## src/rtl/mdio_pkg.sv

```systemverilog
// mdio_pkg: shared constants and types for the Clause-22 management master.
// Assumes a fixed 64-bit frame (32-bit preamble) with no preamble suppression.
package mdio_pkg;

    localparam int FRAME_BITS = 64;
    localparam int IDX_W      = $clog2(FRAME_BITS);
    localparam int TA_IDX     = 46;   // first turnaround bit position
    localparam int DATA_IDX   = 48;   // first data bit position
    localparam int START_BIT  = 29;   // start/busy flag in the command word
    localparam int MODE_C45   = 0;    // Clause-45 enable in the mode register
    localparam int WORD_W     = 32;
    localparam int DATA_W     = 16;

    typedef enum logic [1:0] {
        OP_NONE  = 2'd0,
        OP_WRITE = 2'd1,
        OP_READ  = 2'd2,
        OP_C45RD = 2'd3
    } mdio_op_e;

    // Bits 27:0 of the command word
    typedef struct packed {
        logic [1:0]  op;
        logic [4:0]  phy;
        logic [4:0]  regad;
        logic [15:0] data;
    } mdio_cmd_t;

endpackage

```

## src/rtl/mdio_clk_gen.sv

```systemverilog
// mdio_clk_gen: divides the system clock into MDC while run is high.
// Each bit cell is DIV_HALF cycles low then DIV_HALF cycles high.
// Assumes DIV_HALF >= 1. It flags the rising edge and the end of each cell.
module mdio_clk_gen #(
    parameter int DIV_HALF = 4
) (
    input  logic clk,
    input  logic rst_n,
    input  logic run,
    output logic mdc,
    output logic rise_evt,
    output logic cell_end
);
    localparam int CW = $clog2(DIV_HALF + 1);

    logic [CW-1:0] cnt_q;
    logic          mdc_q;
    logic          cnt_last;

    // Phase boundary: the last cycle of a half period
    assign cnt_last = (cnt_q == CW'(DIV_HALF - 1));
    assign rise_evt = run && cnt_last && !mdc_q;
    assign cell_end = run && cnt_last && mdc_q;
    assign mdc      = mdc_q;

    // Half-period counter and MDC toggle
    always_ff @(posedge clk) begin
        if (!rst_n || !run) begin
            cnt_q <= '0;
            mdc_q <= 1'b0;
        end else if (cnt_last) begin
            cnt_q <= '0;
            mdc_q <= !mdc_q;
        end else begin
            cnt_q <= cnt_q + 1'b1;
        end
    end
endmodule

```

## src/rtl/mdio_frame_seq.sv

```systemverilog
// mdio_frame_seq: walks the 64 bit cells of one Clause-22 frame.
// It drives MDIO from the held command, releases the line for the read
// turnaround and data, and shifts in read data at MDC rising edges.
// Assumes cmd is stable while busy. The bit index advances as MDC falls.
module mdio_frame_seq
    import mdio_pkg::*;
(
    input  logic              clk,
    input  logic              rst_n,
    input  logic              busy,
    input  mdio_cmd_t         cmd,
    input  logic              rise_evt,
    input  logic              cell_end,
    input  logic              mdio_i,
    output logic              mdio_o,
    output logic              mdio_oe,
    output logic              done,
    output logic [DATA_W-1:0] rd_word
);
    logic [IDX_W-1:0]      idx_q;
    logic [FRAME_BITS-1:0] frame;
    logic                  is_rd;
    logic                  released;

    // Whole frame image, MSB sent first
    assign frame = {{32{1'b1}}, 2'b01, cmd.op, cmd.phy, cmd.regad, 2'b10, cmd.data};
    assign is_rd = (cmd.op == OP_READ);

    // Line ownership and output bit for the current cell
    always_comb begin
        released = is_rd && (int'(idx_q) >= TA_IDX);
        mdio_oe  = busy && !released;
        mdio_o   = mdio_oe && frame[FRAME_BITS - 1 - int'(idx_q)];
        done     = busy && cell_end && (int'(idx_q) == FRAME_BITS - 1);
    end

    // Bit cell index
    always_ff @(posedge clk) begin
        if (!rst_n || !busy) begin
            idx_q <= '0;
        end else if (cell_end) begin
            idx_q <= idx_q + 1'b1;
        end
    end

    // Read data capture at MDC rising edges of the data cells
    always_ff @(posedge clk) begin
        if (!rst_n) begin
            rd_word <= '0;
        end else if (busy && rise_evt && is_rd && int'(idx_q) >= DATA_IDX) begin
            rd_word <= {rd_word[DATA_W-2:0], mdio_i};
        end
    end
endmodule

```

## src/rtl/mdio_regs.sv

```systemverilog
// mdio_regs: command word and mode register with self-clearing busy.
// Accepts writes only while idle, refuses illegal starts and writes the
// read result back into the data field on completion.
module mdio_regs
    import mdio_pkg::*;
(
    input  logic              clk,
    input  logic              rst_n,
    input  logic              wr_en,
    input  logic              wr_sel,
    input  logic [WORD_W-1:0] wr_data,
    input  logic              done,
    input  logic [DATA_W-1:0] rd_word,
    output mdio_cmd_t         cmd,
    output logic              busy,
    output logic              c45_en
);
    mdio_cmd_t new_cmd;
    logic      legal_start;

    // Decode of an incoming command word
    always_comb begin
        new_cmd     = mdio_cmd_t'(wr_data[27:0]);
        legal_start = wr_data[START_BIT] && !c45_en &&
                      (new_cmd.op == OP_WRITE || new_cmd.op == OP_READ);
    end

    // Register state: completion first, then idle-only writes
    always_ff @(posedge clk) begin
        if (!rst_n) begin
            cmd    <= '0;
            busy   <= 1'b0;
            c45_en <= 1'b0;
        end else if (done) begin
            busy <= 1'b0;
            if (cmd.op == OP_READ) begin
                cmd.data <= rd_word;
            end
        end else if (wr_en && !busy) begin
            if (wr_sel) begin
                c45_en <= wr_data[MODE_C45];
            end else begin
                cmd  <= new_cmd;
                busy <= legal_start;
            end
        end
    end
endmodule

```

## src/rtl/mdio_c22_master.sv

```systemverilog
// mdio_c22_master: top of the Clause-22 management master.
// Connects the register file, the MDC divider and the frame sequencer.
// Assumes the pad logic combines mdio_o/mdio_oe into a tri-state buffer.
module mdio_c22_master
    import mdio_pkg::*;
#(
    parameter int DIV_HALF = 4
) (
    input  logic        clk,
    input  logic        rst_n,
    input  logic        wr_en,
    input  logic        wr_sel,
    input  logic [31:0] wr_data,
    output logic [31:0] cmd_rdata,
    output logic        clause45_en,
    output logic        mdc,
    output logic        mdio_o,
    output logic        mdio_oe,
    input  logic        mdio_i
);
    mdio_cmd_t         cmd;
    logic              busy;
    logic              rise_evt;
    logic              cell_end;
    logic              done;
    logic [DATA_W-1:0] rd_word;

    mdio_regs u_regs (
        .clk     (clk),
        .rst_n   (rst_n),
        .wr_en   (wr_en),
        .wr_sel  (wr_sel),
        .wr_data (wr_data),
        .done    (done),
        .rd_word (rd_word),
        .cmd     (cmd),
        .busy    (busy),
        .c45_en  (clause45_en)
    );

    mdio_clk_gen #(.DIV_HALF(DIV_HALF)) u_clk (
        .clk      (clk),
        .rst_n    (rst_n),
        .run      (busy),
        .mdc      (mdc),
        .rise_evt (rise_evt),
        .cell_end (cell_end)
    );

    mdio_frame_seq u_seq (
        .clk      (clk),
        .rst_n    (rst_n),
        .busy     (busy),
        .cmd      (cmd),
        .rise_evt (rise_evt),
        .cell_end (cell_end),
        .mdio_i   (mdio_i),
        .mdio_o   (mdio_o),
        .mdio_oe  (mdio_oe),
        .done     (done),
        .rd_word  (rd_word)
    );

    // Readback: reserved bits read as zero, busy at bit 29
    assign cmd_rdata = {2'b00, busy, 1'b0, cmd};
endmodule

```

## config.mk

```make
export PLATFORM = sky130hd
export DESIGN_NAME = mdio_c22_master
export DESIGN_NICKNAME = d
export VERILOG_FILES = /design/src/rtl/mdio_pkg.sv /design/src/rtl/mdio_clk_gen.sv /design/src/rtl/mdio_frame_seq.sv /design/src/rtl/mdio_regs.sv /design/src/rtl/mdio_c22_master.sv
export SDC_FILE = /design/constraint.sdc
export NUM_CORES = 1
export LEC_CHECK = 0
export ABC_AREA = 1
export BUFFER_PORTS_ARGS = -buffer_cell sky130_fd_sc_hd__buf_2
export CELL_PAD_IN_SITES_DETAIL_PLACEMENT = 1
export CELL_PAD_IN_SITES_GLOBAL_PLACEMENT = 2
export CORE_MARGIN = 2
export CORE_UTILIZATION = 30
export DETAILED_ROUTE_END_ITERATION = 6
export GPL_ROUTABILITY_DRIVEN = 0
export PLACE_DENSITY = 0.92
export SLEW_MARGIN = 20
export SYNTH_ARGS = -nofsm -noshare
export SYNTH_HDL_FRONTEND = slang
export SYNTH_SLANG_ARGS = --single-unit
export TNS_END_PERCENT = 50
```

## constraint.sdc

```tcl
create_clock -name clk -period 3.8 [get_ports clk]
set_input_delay 0.57 -clock clk [delete_from_list [all_inputs] [get_ports clk]]
set_output_delay 0.57 -clock clk [all_outputs]
set_load 0.01 [all_outputs]
```

==> qor.yml <==
status:
  status: "finished, final reports clean"
cts:
  cts.root.buffer_cell: "clkbuf_8"
  clock_latency_ns: 0.32
  cts_hold_buf: 0
  cts.htree.levels: 2
  cts_tree: "built"
  ctsResizeCount: 0
  numCtsBuffers: 5
  path_clk_slew_ns: 0.11
  clock_tree.buffer_depth: 2
  clock-sinks: 56
  post_cts_buffers: 0
drt:
  num_vias: 2601
  drc_errors: 0
  firstDrtPassIters: 4
  wl_per_cell_um: 14.1
  vias_per_cell: 4.83
  drt_iter0_drc: 98
  antenna_left: 0
  wirelength_mm: 7.57
synth:
  avgSynthCellArea_um2: 7.13
  ys_warn_count: 0
  synth.cell_area_mm2: 0.00268
  synth-seq-cells: 56
  synth_ff_type: "dfxtp_1"
  synth_edf_count: 0
  synth_cell_types: 34
  synthCells: 376
  yosysSeqAreaShare_pct: 41.8
  synthArstFlopShare_pct: 0
timing:
  fmax_ghz: 0.373
  finalCritPeriodShare_pct: 70.5
  fin_skew_ns: 0.00820
  setup_viol: 0
  tns_ns: 0
  fin_ws_ns: 1.12
  worstMarginPinSlew_ns: 0.732
  period_needed_ns: 2.68
  relSlewSlack_pct: 51.2
  drv_slew: 0
  rsz0062_at_grt: "no"
  report.final.hold_viol_count: 0
worst_setup_path:
  path_max_fanout: 11
  timing.rr.end: "u_seq.rd_word[0]$_SDFFE_PN0P_"
  reg2reg_from: "u_clk.cnt_q[0]$_SDFF_PP0_"
  arrival_ns: 2.11
  cp_data_required_time_ns: 3.23
  reg2reg_depth: 7
  end_kind: "output port"
  cp-startpoint: "u_seq.idx_q[1]$_SDFFE_PP0P_"
  criticalPathCategory: "flop to output port"
  rrSetupSlack_ns: 1.57
  cp-start-kind: "flop"
global_routing:
  grt_max_degree: 48
  grt_pass1_wl_mm: 12.6
  grt_use_total_pct: 15.8
  grt_pass1_vias: 2633
  grt_antenna_before_repair: 0
  grt_overflow: 0
finish:
  utilization_pct: 36.0
  nets: 470
  finish.instance_area_mm2: 0.00313
  syn_to_final_growth_pct: 16.7
  n_antenna_cell: 0
  drive_above_1_share_pct: 22.3
pwr:
  p_leak_nw: 1.49
  peakVddDrop_uv: 155
  power_density_mw_per_mm2: 350
  total_power_mw: 1.10
min_path:
  worstHoldPathCells: 1
  hp-start: "u_clk.cnt_q[0]$_SDFF_PP0_"
  hold_class: "flop to flop"
  hold_path_end: "u_clk.cnt_q[0]$_SDFF_PP0_"
placed_design:
  dpl_cell_area_mm2: 0.00304
  place_hpwl_mm: 5.56
  port_buffers: 66
  place_ws_ns: 1.43
floorplan:
  die_h_um: 98.5
  ios: 73
  die_x_um: 98.5
  start_util_pct: 30.9
  fp.coreArea_mm2: 0.00868
  rows: 34
  die_area_mm2: 0.00971
flow_run:
  cap_violations: 0
cells in the final DEF (no fill, tap or decap), drive strengths merged:
| cell type | netlist | layout |
|---|---|---|
| a21oi | 27 | 27 |
| a41oi | 1 | 1 |
| buf | 15 | 67 |
| clkbuf | 7 | 5 |
| clkinv | 3 | 4 |
| clkinvlp | 0 | 2 |
| conb | 1 | 3 |
| dfxtp | 56 | 56 |
| ha | 3 | 3 |
| inv | 33 | 33 |
| nand2 | 60 | 60 |
| nand3 | 28 | 28 |
| nand3b | 1 | 1 |
| nand4 | 4 | 4 |
| nor2 | 68 | 68 |
| nor3 | 3 | 3 |
| nor3b | 1 | 1 |
| o21ai | 63 | 63 |
| xnor2 | 1 | 1 |
| xor2 | 1 | 1 |
critical path, cell delays in order, from the launching register on:
cell and delay [ns]:
dfxtp_1 0.62, clkinv_1 0.40, o21ai_0 0.25, nand3_1 0.11, nand3_1 0.10, nand3_1 0.07, nand2_1 0.07, nor2_1 0.05
buf_2 0.13
power by group:
group | leakage [nW] | switching [mW] | internal [mW]
Clock | 0.0404 | 0.213 | 0.131
Combinational | 0.989 | 0.0736 | 0.0504
Sequential | 0.457 | 0.0179 | 0.609
state kept, by name, summed over array words and instances, names as in the netlist:
register / cells
u_regs.cmd: 28
u_seq.idx_q: 6
u_seq.rd_word: 16
u_regs.busy: 1
u_regs.c45_en: 1
u_clk.cnt_q: 3
u_clk.mdc: 1
worst max path at each step:
stage	to	cells past startpoint
after floorplan	mdio_o	7
after global placement	mdio_o	8
after detailed placement	mdio_o	8
after CTS	mdio_o	8
after global routing	mdio_o	9
final	mdio_o	8
area by class of cell:
class                   instances  area [µm²]
flip-flops and latches         56        1120
multi-input cells             264        1300
clock buffers                   5        68.8
repair buffers                 67         338
clock inverters                 3        23.8
well taps                     108         135
fillers                      1141        5550
inverters                      36         139
cell families (layout without fill, tap and decap cells):
family	after synthesis	in the layout	share of synthesized area (%)
XOR/XNOR	2	2	0.653
flip-flops	56	56	41.8
adder cells (fa/ha/maj)	3	3	1.40
other	1	3	0.140
buffers and inverters	58	111	9.89
AO/OA/AOI/OAI	91	91	17.1
AND/OR/NAND/NOR	165	165	29.0
cell usage after synthesis (2+ instances only):
library cell	number	share of area [%]
buf_4	4	1.1
nand2_4	3	1.3
nor2_1	56	7.8
buf_2	8	1.5
o21ai_1	12	2.2
nand3_1	27	5.0
clkbuf_1	7	0.98
a21oi_1	27	5.0
nor3_1	3	0.56
nand2_1	56	7.8
inv_1	31	4.3
nor2_2	10	2.3
ha_1	3	1.4
dfxtp_1	56	42
clkinv_1	2	0.28
o21ai_0	51	9.5
nand4_1	3	0.70
per-layer routing:
layer	part of all wire, %	vias to the layer above	routed length, µm	GRT usage (%)
met5	0	-	0	0
met4	1.4	0	104	4.00
met2	48	53	3650	27.1
met1	47	1220	3560	20.5
li1	-	1320	-	-
met3	3.4	8	257	2.77
metrics by stage:
| step | std cells | hold slack (ns) |
|---|---|---|
| 2_1_floorplan | 378 | 0.404 |
| 3_3_place_gp | 531 | 0.413 |
| 3_5_place_dp | 531 | 0.433 |
| 4_1_cts | 539 | 0.448 |
| 5_1_grt | 539 | 0.479 |
| 6_report | 539 | 0.444 |
No activity file was read; power rests on OpenSTA's default activity.
